## src/rtl/cap_pkg.sv

```systemverilog
package cap_pkg;
  localparam int DW        = 32;
  localparam logic [7:0] VND_ID  = 8'h09;
  localparam logic [7:0] BAR_MAX = 8'd5;

  typedef enum logic [2:0] {
    ST_IDLE, ST_HDR, ST_BAR, ST_OFF, ST_LEN, ST_MULT, ST_NEXT, ST_DONE
  } walk_state_e;
endpackage

```

## src/rtl/cap_store.sv

```systemverilog
module cap_store
  import cap_pkg::*;
#(
  parameter int N_TYPES    = 4,
  parameter int NOTIFY_IDX = 1,
  localparam int IW        = $clog2(N_TYPES)
) (
  input  logic                        clk_i,
  input  logic                        rst_ni,
  input  logic                        clear_i,
  input  logic                        commit_i,
  input  logic [IW-1:0]               cm_idx_i,
  input  logic [2:0]                  cm_bar_i,
  input  logic [DW-1:0]               cm_off_i,
  input  logic [DW-1:0]               cm_len_i,
  input  logic [DW-1:0]               cm_mult_i,
  output logic [N_TYPES-1:0]          found_o,
  output logic [N_TYPES-1:0][2:0]     bar_o,
  output logic [N_TYPES-1:0][DW-1:0]  off_o,
  output logic [N_TYPES-1:0][DW-1:0]  len_o,
  output logic [DW-1:0]               mult_o
);
  logic          found_q [N_TYPES];
  logic [2:0]    bar_q   [N_TYPES];
  logic [DW-1:0] off_q   [N_TYPES];
  logic [DW-1:0] len_q   [N_TYPES];
  logic [DW-1:0] mult_q;

  for (genvar i = 0; i < N_TYPES; i++) begin : g_slot
    wire hit = commit_i && (cm_idx_i == IW'(i)) && !found_q[i];

    always_ff @(posedge clk_i or negedge rst_ni) begin
      if (!rst_ni) begin
        found_q[i] <= 1'b0;
        bar_q[i]   <= '0;
        off_q[i]   <= '0;
        len_q[i]   <= '0;
      end else if (clear_i) begin
        found_q[i] <= 1'b0;
        bar_q[i]   <= '0;
        off_q[i]   <= '0;
        len_q[i]   <= '0;
      end else if (hit) begin
        found_q[i] <= 1'b1;
        bar_q[i]   <= cm_bar_i;
        off_q[i]   <= cm_off_i;
        len_q[i]   <= cm_len_i;
      end
    end

    assign found_o[i] = found_q[i];
    assign bar_o[i]   = bar_q[i];
    assign off_o[i]   = off_q[i];
    assign len_o[i]   = len_q[i];

    // an accepted entry is never replaced by a later one
    a_r7_keep_first: assert property (@(posedge clk_i) disable iff (!rst_ni)
      found_q[i] && !clear_i |=> found_q[i] && $stable(bar_q[i])
                                 && $stable(off_q[i]) && $stable(len_q[i]));
  end

  always_ff @(posedge clk_i or negedge rst_ni) begin
    if (!rst_ni)                                                   mult_q <= '0;
    else if (clear_i)                                              mult_q <= '0;
    else if (commit_i && cm_idx_i == IW'(NOTIFY_IDX) && !found_q[NOTIFY_IDX]) mult_q <= cm_mult_i;
  end

  assign mult_o = mult_q;
endmodule

```

## src/rtl/cap_fsm.sv

```systemverilog
module cap_fsm
  import cap_pkg::*;
#(
  parameter int PTR_W       = 8,
  parameter int N_TYPES     = 4,
  parameter int NOTIFY_IDX  = 1,
  parameter int VISIT_LIMIT = 48,
  localparam int IW         = $clog2(N_TYPES),
  localparam int VCW        = $clog2(VISIT_LIMIT + 1)
) (
  input  logic               clk_i,
  input  logic               rst_ni,
  input  logic               start_i,
  input  logic [PTR_W-1:0]   head_ptr_i,
  output logic               rd_req_o,
  output logic [PTR_W-1:0]   rd_addr_o,
  input  logic               rd_valid_i,
  input  logic [DW-1:0]      rd_data_i,
  input  logic [N_TYPES-1:0] found_i,
  output logic               clear_o,
  output logic               commit_o,
  output logic [IW-1:0]      cm_idx_o,
  output logic [2:0]         cm_bar_o,
  output logic [DW-1:0]      cm_off_o,
  output logic [DW-1:0]      cm_len_o,
  output logic [DW-1:0]      cm_mult_o,
  output logic               done_o,
  output logic               err_o
);
  localparam logic [PTR_W-1:0] ALIGN = ~PTR_W'(3);

  walk_state_e      state_q;
  logic [PTR_W-1:0] ptr_q, next_q;
  logic [IW-1:0]    idx_q;
  logic [2:0]       bar_q;
  logic [DW-1:0]    off_q, len_q;
  logic [VCW-1:0]   visits_q;
  logic             err_q;

  wire        idle     = (state_q == ST_IDLE) || (state_q == ST_DONE);
  wire        acc      = rd_req_o && rd_valid_i;
  wire [7:0]  kind     = rd_data_i[31:24];
  wire        kind_ok  = (kind >= 8'd1) && (kind <= 8'(N_TYPES));
  wire [IW-1:0] kind_idx = IW'(kind - 8'd1);
  wire        is_notify = (idx_q == IW'(NOTIFY_IDX));

  always_comb begin
    rd_req_o  = 1'b0;
    rd_addr_o = ptr_q;
    unique case (state_q)
      ST_HDR:  begin rd_req_o = 1'b1; rd_addr_o = ptr_q; end
      ST_BAR:  begin rd_req_o = 1'b1; rd_addr_o = ptr_q + PTR_W'(4); end
      ST_OFF:  begin rd_req_o = 1'b1; rd_addr_o = ptr_q + PTR_W'(8); end
      ST_LEN:  begin rd_req_o = 1'b1; rd_addr_o = ptr_q + PTR_W'(12); end
      ST_MULT: begin rd_req_o = 1'b1; rd_addr_o = ptr_q + PTR_W'(16); end
      default: ;
    endcase
  end

  assign clear_o   = idle && start_i;
  assign commit_o  = acc && ((state_q == ST_LEN && !is_notify) || state_q == ST_MULT);
  assign cm_idx_o  = idx_q;
  assign cm_bar_o  = bar_q;
  assign cm_off_o  = off_q;
  assign cm_len_o  = (state_q == ST_LEN) ? rd_data_i : len_q;
  assign cm_mult_o = rd_data_i;
  assign done_o    = (state_q == ST_DONE);
  assign err_o     = err_q;

  always_ff @(posedge clk_i or negedge rst_ni) begin
    if (!rst_ni) begin
      state_q  <= ST_IDLE;
      ptr_q    <= '0;
      next_q   <= '0;
      idx_q    <= '0;
      bar_q    <= '0;
      off_q    <= '0;
      len_q    <= '0;
      visits_q <= '0;
      err_q    <= 1'b0;
    end else begin
      unique case (state_q)
        ST_IDLE, ST_DONE: if (start_i) begin
          next_q   <= head_ptr_i & ALIGN;
          visits_q <= '0;
          err_q    <= 1'b0;
          state_q  <= ST_NEXT;
        end
        ST_HDR: if (acc) begin
          next_q <= rd_data_i[15:8] & ALIGN;
          idx_q  <= kind_idx;
          state_q <= (rd_data_i[7:0] == VND_ID && kind_ok && !found_i[kind_idx])
                     ? ST_BAR : ST_NEXT;
        end
        ST_BAR: if (acc) begin
          bar_q   <= rd_data_i[2:0];
          state_q <= (rd_data_i[7:0] <= BAR_MAX) ? ST_OFF : ST_NEXT;
        end
        ST_OFF: if (acc) begin
          off_q   <= rd_data_i;
          state_q <= ST_LEN;
        end
        ST_LEN: if (acc) begin
          len_q   <= rd_data_i;
          state_q <= is_notify ? ST_MULT : ST_NEXT;
        end
        ST_MULT: if (acc) state_q <= ST_NEXT;
        ST_NEXT: begin
          if (next_q == '0) begin
            state_q <= ST_DONE;
          end else if (visits_q == VCW'(VISIT_LIMIT)) begin
            err_q   <= 1'b1;
            state_q <= ST_DONE;
          end else begin
            ptr_q    <= next_q;
            visits_q <= visits_q + 1'b1;
            state_q  <= ST_HDR;
          end
        end
        default: state_q <= ST_IDLE;
      endcase
    end
  end

  a_r2_hold_req: assert property (@(posedge clk_i) disable iff (!rst_ni)
    rd_req_o && !rd_valid_i |=> rd_req_o && $stable(rd_addr_o));

  a_r2_aligned: assert property (@(posedge clk_i) disable iff (!rst_ni)
    rd_req_o |-> rd_addr_o[1:0] == 2'b00);

  a_r11_visit_bound: assert property (@(posedge clk_i) disable iff (!rst_ni)
    visits_q <= VCW'(VISIT_LIMIT));

  a_r10_quiet_when_done: assert property (@(posedge clk_i) disable iff (!rst_ni)
    done_o |-> !rd_req_o);

  a_r12_start_ignored: assert property (@(posedge clk_i) disable iff (!rst_ni)
    rd_req_o && !rd_valid_i && start_i |=> rd_req_o);
endmodule

```

## src/rtl/cap_scan.sv

```systemverilog
module cap_scan
  import cap_pkg::*;
#(
  parameter int PTR_W       = 8,
  parameter int N_TYPES     = 4,
  parameter int NOTIFY_IDX  = 1,
  parameter int VISIT_LIMIT = 48,
  localparam int IW         = $clog2(N_TYPES)
) (
  input  logic                        clk_i,
  input  logic                        rst_ni,
  input  logic                        start_i,
  input  logic [PTR_W-1:0]            head_ptr_i,
  output logic                        rd_req_o,
  output logic [PTR_W-1:0]            rd_addr_o,
  input  logic                        rd_valid_i,
  input  logic [DW-1:0]               rd_data_i,
  output logic                        done_o,
  output logic                        legacy_o,
  output logic                        loop_err_o,
  output logic [N_TYPES-1:0]          found_o,
  output logic [N_TYPES-1:0][2:0]     bar_o,
  output logic [N_TYPES-1:0][DW-1:0]  off_o,
  output logic [N_TYPES-1:0][DW-1:0]  len_o,
  output logic [DW-1:0]               mult_o
);
  logic          clear, commit, err;
  logic [IW-1:0] cm_idx;
  logic [2:0]    cm_bar;
  logic [DW-1:0] cm_off, cm_len, cm_mult;

  cap_fsm #(
    .PTR_W(PTR_W), .N_TYPES(N_TYPES), .NOTIFY_IDX(NOTIFY_IDX), .VISIT_LIMIT(VISIT_LIMIT)
  ) u_fsm (
    .clk_i, .rst_ni, .start_i, .head_ptr_i,
    .rd_req_o, .rd_addr_o, .rd_valid_i, .rd_data_i,
    .found_i(found_o), .clear_o(clear), .commit_o(commit),
    .cm_idx_o(cm_idx), .cm_bar_o(cm_bar), .cm_off_o(cm_off),
    .cm_len_o(cm_len), .cm_mult_o(cm_mult),
    .done_o, .err_o(err)
  );

  cap_store #(.N_TYPES(N_TYPES), .NOTIFY_IDX(NOTIFY_IDX)) u_store (
    .clk_i, .rst_ni, .clear_i(clear), .commit_i(commit),
    .cm_idx_i(cm_idx), .cm_bar_i(cm_bar), .cm_off_i(cm_off),
    .cm_len_i(cm_len), .cm_mult_i(cm_mult),
    .found_o, .bar_o, .off_o, .len_o, .mult_o
  );

  assign loop_err_o = done_o && err;
  assign legacy_o   = done_o && !err && (found_o == '0);

  a_r9_legacy_no_err: assert property (@(posedge clk_i) disable iff (!rst_ni)
    legacy_o |-> !loop_err_o && done_o);
endmodule

```

## config.mk

```make
export PLATFORM = sky130hd
export DESIGN_NAME = cap_scan
export DESIGN_NICKNAME = d
export VERILOG_FILES = /design/src/rtl/cap_pkg.sv /design/src/rtl/cap_store.sv /design/src/rtl/cap_fsm.sv /design/src/rtl/cap_scan.sv
export SDC_FILE = /design/constraint.sdc
export NUM_CORES = 1
export LEC_CHECK = 0
export BUFFER_PORTS_ARGS = -buffer_cell sky130_fd_sc_hd__buf_2
export CELL_PAD_IN_SITES_DETAIL_PLACEMENT = 0
export CELL_PAD_IN_SITES_GLOBAL_PLACEMENT = 1
export CORE_ASPECT_RATIO = 1.75
export CORE_MARGIN = 1.5
export CORE_UTILIZATION = 25
export CTS_BUF_LIST = sky130_fd_sc_hd__clkbuf_4 sky130_fd_sc_hd__clkbuf_8
export CTS_CLUSTER_SIZE = 16
export DETAILED_ROUTE_END_ITERATION = 16
export PLACE_DENSITY_LB_ADDON = 0.1
export SLEW_MARGIN = 0
export SYNTH_ARGS = -nofsm -noshare
export SYNTH_HDL_FRONTEND = slang
export SYNTH_SLANG_ARGS = --single-unit
```

## constraint.sdc

```tcl
create_clock -name clk_i -period 2.9 [get_ports clk_i]
set_clock_uncertainty 0.15 [all_clocks]
set_input_delay 0.29 -clock clk_i [delete_from_list [all_inputs] [get_ports clk_i]]
set_output_delay 0.29 -clock clk_i [all_outputs]
set_load 0.05 [all_outputs]
```

== Yosys cells after proc, flatten, opt, wreduce, memory -nomap -nowiden ==
Cells that the tools add are included.

* Register bits: 399
* Output and inout bits: 316
* Word-level logic and storage cells: 169

* Add/sub/neg operators: 6
* Order comparisons: 4
* Equality and inequality tests: 21
* Mux-type cells: 62
* Bitwise operators: 2
* Reduce and logical (&&, ||, !) cells: 48

{| class="wikitable"
|+ Operators with widths
! operator !! number
|-
| 32-bit two-way mux || 19
|-
| 3-bit two-way mux || 18
|-
| 8-bit one-hot mux with 4 select lines || 1
|-
| 3-bit one-hot mux with 7 select lines || 1
|-
| 1-bit logical AND || 18
|-
| 6-bit two-way mux || 3
|-
| 8-bit by 4-bit adder with 8-bit output, second input constant || 2
|-
| 8-bit by 3-bit <= comparator with 1-bit output, second input constant || 2
|-
| 8-bit two-way mux || 2
|-
| 8-bit one-hot mux with 2 select lines || 1
|-
| 1-bit two-way mux || 13
|-
| 3-bit == test, second input constant || 4
|-
| 2-bit by 1-bit != test with 1-bit output, second input constant || 6
|-
| 6-bit one-hot mux with 2 select lines || 1
|-
| 2-bit nonzero test || 6
|-
| 8-bit by 3-bit adder with 8-bit output, second input constant || 1
|-
| 8-bit by 5-bit adder with 8-bit output, second input constant || 1
|-
| 8-bit by 4-bit == test with 1-bit output, second input constant || 1
|-
| 8-bit by 1-bit greater-or-equal comparator with 1-bit output, second input constant || 1
|-
| 8-bit zero test || 1
|-
| 2-bit AND reduction || 4
|-
| 4-bit AND reduction || 2
|-
| 1-bit zero test || 7
|-
| 6-bit by 1-bit adder with 6-bit output, second input constant || 1
|-
| 20 further kinds || 27
|}

== Logic depth before layout (Yosys ltp) ==
Gate-level depths: netlist of run 1.

* Depth after elaboration: 9
* Depth in mapped cells: 9
* Mapped depth without buffers: 7

== Cells and area by module ==
A second synthesis of run 1 with hierarchy kept.

* Cells, all modules: 1523
* Area, all modules: 18446.4 µm²

{| class="wikitable"
|+ Modules (own cells, without submodules)
! module !! times used !! cells each !! area an instance (µm²) !! sequential area each (µm²)
|-
| cap_store || 1 || 1104 || 13649.3 || 7607.3
|-
| cap_fsm || 1 || 416 || 4769.6 || 2277.2
|-
| cap_scan || 1 || 3 || 27.5 || 0.0
|}

== Least setup slack after synthesis of run 1 ==
No wires, ideal clock.

* Path type: reg-to-output
* Start: register u_fsm.state_q[0]
* End: output rd_addr_o[5]
* Arrival: 2802 ps
* Required time: 2460 ps
* Slack: -342 ps
* Cell stages (with the launch flop): 10
* Cell sequence: dfrtp_1 -> buf_4 -> nand2b_1 -> nor2_4 -> buf_4 -> ha_1 -> a21o_1 -> nor4bb_1 -> nor3_1 -> o21ai_0

* Word-level cells in the longest chain between the ends: 2
* Elaborated cells on any way between the ends: 5
* Those cells by class: eq/ne: 4; mux: 1

{| class="wikitable"
|+ RTL lines
! element !! line !! text
|-
| start: declaration || cap_fsm.sv:32 || <nowiki>walk_state_e state_q;</nowiki>
|-
| start signal: assignment || cap_fsm.sv:92 || <nowiki>state_q <= (rd_data_i[7:0] == VND_ID && kind_ok && !found_i[kind_idx])</nowiki>
|-
| start signal: assignment || cap_fsm.sv:97 || <nowiki>state_q <= (rd_data_i[7:0] <= BAR_MAX) ? ST_OFF : ST_NEXT;</nowiki>
|-
| start signal: assignment || cap_fsm.sv:105 || <nowiki>state_q <= is_notify ? ST_MULT : ST_NEXT;</nowiki>
|-
| 3-bit == test or 3-bit by 2-bit == test with 1-bit output (tied branches) || cap_fsm.sv:50 || <nowiki>unique case (state_q)</nowiki>
|-
| 8-bit one-hot mux with 4 select lines * || cap_fsm.sv:50 ||
|-
| end: declaration || cap_scan.sv:15 || <nowiki>output logic [PTR_W-1:0] rd_addr_o,</nowiki>
|}

Mark *: on every way between the ends. The rest lies on a longest branch, timed or not.

== Worst setup path after layout of run 1 ==
Same ends and word-level chain as after synthesis.

==> results.cfg, run 1 <==
[outcome]
status = completed

[logic_synthesis]
ys.flop_type = dfrtp_1
synthesis.area_um2 = 16220
yosys_warnings = 0
synth_top_family_by_area = compound AO/OA/AOI/OAI gates
synth.area.mux_share = 0.07799
synth_edf_count = 0
synth_area_per_cell_um2 = 11.19
synth_cells = 1449
synth_top_cell_by_area = dfrtp_1
synth_compound_area_frac = 0.1435
synthTopCellsByArea = dfrtp_1, nand2_1, a211oi_1
synthAdderAreaFrac = 0.007405
synth_top_area_share = 0.6094
ys_ff_latch = 395
synthXorXnorAreaFrac = 0.002700
yosysSeqAreaShare = 0.6094
async_reset_ff_frac = 1.000
synth_cell_types = 64
synth_most_common_cell = dfrtp_1
synth_simple_gate_area_frac = 0.1199
synth_common_cells = dfrtp_1, nand2_1, a21oi_1, nor2_1, a211oi_1

[power]
switching_share = 0.4898
leakage_nw = 10.11
clkPwrFrac = 0.195
power_density_nw_per_um2 = 1346
seqPwrFrac = 0.322
p_int_w = 0.01454
p_comb_frac = 0.482
peakVddDrop_uv = 590.3
fin_total_pwr_w = 0.02850
switchingPower_w = 0.01396

[detailed_routing]
first_pass_iters = 5
vias = 12770
wl_per_cell_um = 22.68
drt-initial-drc-count = 586
drc = 0
wl_um = 61720
via_per_inst = 4.692
drtAntennaViolNets = 0

[setup_path]
crit_chain = nand2b_4, nor2_4, ha_1, a21o_1, nor4bb_2, nor3_1, o21ai_2, buf_12
end_kind = output pin
crit_fanout = 3
worstPathRequired_ns = 2.46
reg2reg_slack_ns = 0.45
cpPeakStageDelay_ns = 0.37
path_class = reg -> out
start_kind = flip-flop
arrival_ns = 2.38
slowest_stage = dfrtp_1

[place]
placed_cells = 2549
hpwlAfterDp_um = 40770
io_buffers = 355
gp_congestion = 0.7571

[global_route]
grt-ovfl-total = 0
antenna_found_initial = 1
grt_usage = 0.1846
grt_pass1_vias = 13270
grt_first_pass_wirelength_um = 91330
grt_max_degree = 83

[clock_tree]
cts_tree = yes
clock_latency_ns = 0.63
cts-root-buf = clkbuf_8
clk_pin_slew_ns = 0.06
clk_path_buf_depth = 3
cts_buffers = 67
h-tree-depth = 3
clock_sinks = 395

[floorplan]
core_region_area_um2 = 64180
die_area_um2 = 66480
start_util = 0.2528
die_x_um = 195.6
rows = 123
io_pins = 360
die_y_um = 340.0

[run]
drv_cap = 0

[sta]
hold_violations = 0
fin_crit_sh = 0.9737
maxSlewViolCount = 0
fmax_mhz = 354.1
finalSetupViolations = 0
tightest_slew_ns = 0.7622
min_period_ns = 2.824
max_slew_margin = 0.4773
hold-worst-slack_ns = 0.05120
rsz0062_at_grt = true

[worst_hold_path]
min_path_type = in -> reg

[final_layout]
drive_above_1_share = 0.3319
n_fill_cell = 6672
layout.cells.non_filler = 2721
multiInputGateArea_um2 = 5811
layout.nets = 1910
area_growth_pct = 30.58
regArea_um2 = 9888
power groups by stage:
stage | clock [W] | sequential (W) | combinational, W
floorplan | 0 | 0.0139 | 0.00465
global placement | 0 | 0.00923 | 0.0136
global route | 0.00598 | 0.00947 | 0.0146
CTS | 0.00580 | 0.00922 | 0.0139
detailed placement | 0 | 0.00928 | 0.0137
finish | 0.00557 | 0.00918 | 0.0137
layer usage:
layer	global-route usage	share of wire	wire, um
met3	0.04875	0.066	4094
met4	0.06298	0.026	1576
met5	0	0	0
met1	0.2284	0.42	26190
met2	0.3102	0.48	29850
logic make-up after synthesis:
logic type               count (synthesis)
AO/OA/AOI/OAI                          347
XOR/XNOR                                 5
adder cells (fa/ha/maj)                  9
buffers and inverters                  125
flip-flops                             395
multiplexers                           116
other                                    1
AND/OR/NAND/NOR                        451
registers in the layout, summed over array words and instances, names as in the netlist, 12 cells and up:
register,flops
u_store.bar_o,12
u_fsm.len_q,32
u_fsm.cm_off_o,32
u_store.len_o,128
u_store.mult_o,32
u_store.off_o,128
through the flow:
| stage | TNS (ns) | setup WS (ns) | utilization | instance area [um2] |
|---|---|---|---|---|
| after global placement | 0 | 0.4373 | 0.2985 | 19150 |
| final | 0 | 0.07613 | 0.3301 | 21180 |
| after CTS | -0.06245 | -0.03169 | 0.3293 | 21140 |
| after global routing | -0.08781 | -0.04470 | 0.3300 | 21180 |
| after detailed placement | 0 | 0.4125 | 0.2985 | 19150 |
| after floorplan | 0 | 0.03336 | - | 16240 |
cell usage in the layout, fill, tap and decap left out, drive strengths merged, types with 4 or more instances in the layout:
master / synthesis / final
nand2: 270 / 270
nor2b: 8 / 8
o21ai: 13 / 13
nor3: 7 / 7
clkbuf: 40 / 100
mux2i: 42 / 42
and3: 4 / 4
o2bb2ai: 32 / 32
buf: 76 / 409
dfrtp: 395 / 395
dlygate4sd3: 0 / 45
nor2: 121 / 121
clkinv: 1 / 9
nand3b: 4 / 4
a21oi: 141 / 141
xnor2: 4 / 4
mux2: 73 / 73
a211oi: 98 / 98
nand4: 4 / 4
a22o: 47 / 47
inv: 8 / 13
ha: 8 / 8
nand3: 5 / 5
nor4: 6 / 6
nor3b: 4 / 4
critical path, delay by kind of cell, from the launching register on:
family	cells	cell delay [ns]
AND/OR/NAND/NOR	4	0.65
flip-flops	1	0.37
AO/OA/AOI/OAI	2	0.33
adder cells (fa/ha/maj)	1	0.25
buffers and inverters	1	0.16
worst paths after layout:
kind | from | to | depth (start not counted)
max | u_fsm.state_q[0] | rd_addr_o[5] | 8
min | start_i | u_store.found_o[3] | 4
max reg2reg | u_fsm.state_q[0] | u_store.len_o[93] | 7
min reg2reg | u_store.len_o[56] | u_store.len_o[56] | 1
max in group asynchronous | rst_ni | u_store.off_o[112] | 3
min in group asynchronous | rst_ni | u_store.len_o[23] | 2
repair_timing:
item	in CTS	in global routing
setup endpoints to repair	5	5
endpoints found under the hold margin	337	0
pin swaps	8	6
hold buffers	45	0
setup buffers	2	4
gates resized for setup	17	2
gates cloned	0	0
layout make-up:
| cell class | count | area share |
|---|---|---|
| diodes | 2 | 0.0002363 |
| clock buffers | 100 | 0.05966 |
| clock inverters | 19 | 0.009628 |
| inverters | 9 | 0.001654 |
| multi-input cells | 930 | 0.2743 |
| flip-flops and latches | 395 | 0.4668 |
| well taps | 812 | 0.04796 |
| repair buffers | 454 | 0.1397 |
(Power assumes the default switching activity.)
==> run 2, diff against run 1 <==
--- a/config.mk
+++ b/config.mk
@@ -5,6 +5,7 @@
 export SDC_FILE = /design/constraint.sdc
 export NUM_CORES = 1
 export LEC_CHECK = 0
+export ABC_AREA = 1
 export BUFFER_PORTS_ARGS = -buffer_cell sky130_fd_sc_hd__buf_2
 export CELL_PAD_IN_SITES_DETAIL_PLACEMENT = 0
 export CELL_PAD_IN_SITES_GLOBAL_PLACEMENT = 1
@@ -12,6 +13,7 @@
 export CORE_MARGIN = 1.5
 export CORE_UTILIZATION = 25
 export CTS_BUF_LIST = sky130_fd_sc_hd__clkbuf_4 sky130_fd_sc_hd__clkbuf_8
+export CTS_CLUSTER_DIAMETER = 50
 export CTS_CLUSTER_SIZE = 16
 export DETAILED_ROUTE_END_ITERATION = 16
 export PLACE_DENSITY_LB_ADDON = 0.1
==> results.cfg, run 2 <==
[floorplan]
core_region_area_um2 = 63500
io_pins = 360
die_area_um2 = 66010
start_util = 0.2536
die_x_um = 194.9
die_y_um = 338.8
rows = 122

[power]
power_density_nw_per_um2 = 1271
leakage_nw = 10.91
p_comb_frac = 0.510
clkPwrFrac = 0.155
fin_total_pwr_w = 0.02591
switchingPower_w = 0.01370
seqPwrFrac = 0.334
peakVddDrop_uv = 885.7
switching_share = 0.5288
p_int_w = 0.01221

[clock_tree]
h-tree-depth = 2
cts-root-buf = clkbuf_8
cts_buffers = 37
clock_latency_ns = 0.63
clock_sinks = 395
clk_path_buf_depth = 3
cts_tree = yes
clk_pin_slew_ns = 0.08

[logic_synthesis]
synthesis.area_um2 = 16100
synthTopCellsByArea = dfrtp_1, nand2_1, o21ai_0
synth_top_cell_by_area = dfrtp_1
synth_simple_gate_area_frac = 0.2118
async_reset_ff_frac = 1.000
synth_cells = 1788
synthAdderAreaFrac = 0.007459
yosysSeqAreaShare = 0.6138
synth_top_family_by_area = simple AND/OR/NAND/NOR gates
synth_common_cells = nand2_1, dfrtp_1, o21ai_0, nand3_1, inv_1
synth_most_common_cell = nand2_1
synth_edf_count = 0
synth_compound_area_frac = 0.1075
synth_cell_types = 30
synth_area_per_cell_um2 = 9.007
synth_top_area_share = 0.6138
ys.flop_type = dfrtp_1
ys_ff_latch = 395
synth.area.mux_share = 0
yosys_warnings = 0
synthXorXnorAreaFrac = 0.001632

[detailed_routing]
vias = 13770
drc = 0
wl_per_cell_um = 21.32
via_per_inst = 4.597
drtAntennaViolNets = 0
wl_um = 63870
first_pass_iters = 5
drt-initial-drc-count = 704

[place]
gp_congestion = 0.7649
hpwlAfterDp_um = 44720
io_buffers = 355

[setup_path]
start_kind = flip-flop
timing.rr.start = u_fsm.state_q[1]
path_class = reg -> out
crit_fanout = 5
worstPathRequired_ns = 2.46
reg2reg_slack_ns = 0.39
arrival_ns = 2.33
timing.rr.end = u_store.len_o[65]
reg2reg_depth = 10
end_kind = output pin

[sta]
fin_crit_sh = 0.9564
fmax_mhz = 360.5
tightest_slew_ns = 0.7358
finalSetupViolations = 0
min_period_ns = 2.774
maxSlewViolCount = 0
tns_ns = 0
hold_violations = 0
max_slew_margin = 0.5095
rsz0062_at_grt = false

[global_route]
grt_max_degree = 87
antenna_found_initial = 3
grt_first_pass_wirelength_um = 94830
use_met3 = 0.03343
top_usage_layer = met2
grt-ovfl-total = 0
grt_pass1_vias = 13770
grt.met2_usage = 0.3412
met1_usage = 0.2316
grt_usage = 0.1918

[outcome]
status = completed

[final_layout]
final_util = 0.3210
layout.nets = 2214
final_cell_mix = nand2_1, dfrtp_1, buf_2
drive_above_1_share = 0.2273
final_common_cell = nand2_1
area_growth_pct = 26.56

[worst_hold_path]
hold_start = start_i
holdPathEnd = u_fsm.state_q[2]
hold_depth = 7
min_path_type = in -> reg

[run]
drv_cap = 0
==> run 2: cell types whose count changed in the layout (fill, tap and decap cells not counted), moves of 93 or more <==
cell,delta
a211oi_1,-97
a21oi_1,-129
o21ai_0,+265
inv_1,+93
nand3_1,+217
nand2_1,+256
==> run 2: cells by family (layout without fill, tap and decap cells) <==
group,Yosys count,in the layout
and+or+nand+nor,824,824
DFF,395,395
AOI/OAI and AO/OA,327,327
buffers and inverters,229,627
adders and majority gates,9,9
xor gates and xnor gates,3,3
other,1,5
==> run 2: routing by layer <==
metal,vias up,part of all wire
li1,6563,-
met1,6750,0.41
met2,381,0.51
met3,79,0.047
met4,0,0.033
met5,-,0
==> run 2: power by group through the flow <==
stage | Clock [W] | Sequential (W) | Combinational [W]
5_1_grt | 0.00438 | 0.00892 | 0.0143
3_3_place_gp | 0 | 0.00874 | 0.0132
4_1_cts | 0.00423 | 0.00868 | 0.0135
3_5_place_dp | 0 | 0.00879 | 0.0133
2_1_floorplan | 0 | 0.0134 | 0.00410
6_report | 0.00403 | 0.00865 | 0.0132
==> run 2: area by class of cell <==
type / instances / area [um2]
tap: 806 / 1008
timing repair buffer: 451 / 2867
sequential: 395 / 9887
fill: 6831 / 43120
antenna: 3 / 7.507
clock inverter: 15 / 201.4
inverter: 111 / 421.7
multi-input combinational: 1165 / 5338
clock buffer: 50 / 650.6
==> run 2: what timing repair did <==
item,CTS,global route
gates resized for setup,10,3
setup buffers,4,1
setup endpoints to repair,4,4
hold endpoints to repair,409,0
hold buffers,40,0
pin swaps,1,2
==> run 2: worst max-delay path by stage <==
stage                           from      endpoint  slack, ns  depth (start not counted)
finish              u_fsm.state_q[1]  rd_addr_o[6]       0.13                         10
global route        u_fsm.state_q[1]  rd_addr_o[6]       0.02                         10
CTS                 u_fsm.state_q[1]  rd_addr_o[6]      0.009                         10
detailed placement  u_fsm.state_q[2]  rd_addr_o[6]       0.38                          9
global placement    u_fsm.state_q[2]  rd_addr_o[6]       0.35                          9
floorplan           u_fsm.state_q[2]      legacy_o       0.07                          4
==> run 2: stage by stage <==
stage,setup slack (ns),instances,cell area [um2],hold WS [ns]
detailed placement,0.3779,2883,19040,0.06011
finish,0.1264,2996,20380,0.07745
floorplan,0.07262,1789,16110,-0.1556
global placement,0.3480,2883,19040,0.05799
CTS,0.009237,2992,20360,0.04108
global route,0.01501,2995,20380,0.09303
==> run 2: worst max-delay path, stage by stage, from the launching register on <==
cell	delay [ns]
dfrtp_1	0.40
inv_2	0.08
nand2_4	0.07
inv_1	0.05
nand2_1	0.07
fa_1	0.38
inv_2	0.08
nand2_1	0.07
xor2_1	0.15
o2111ai_2	0.20
buf_6	0.19
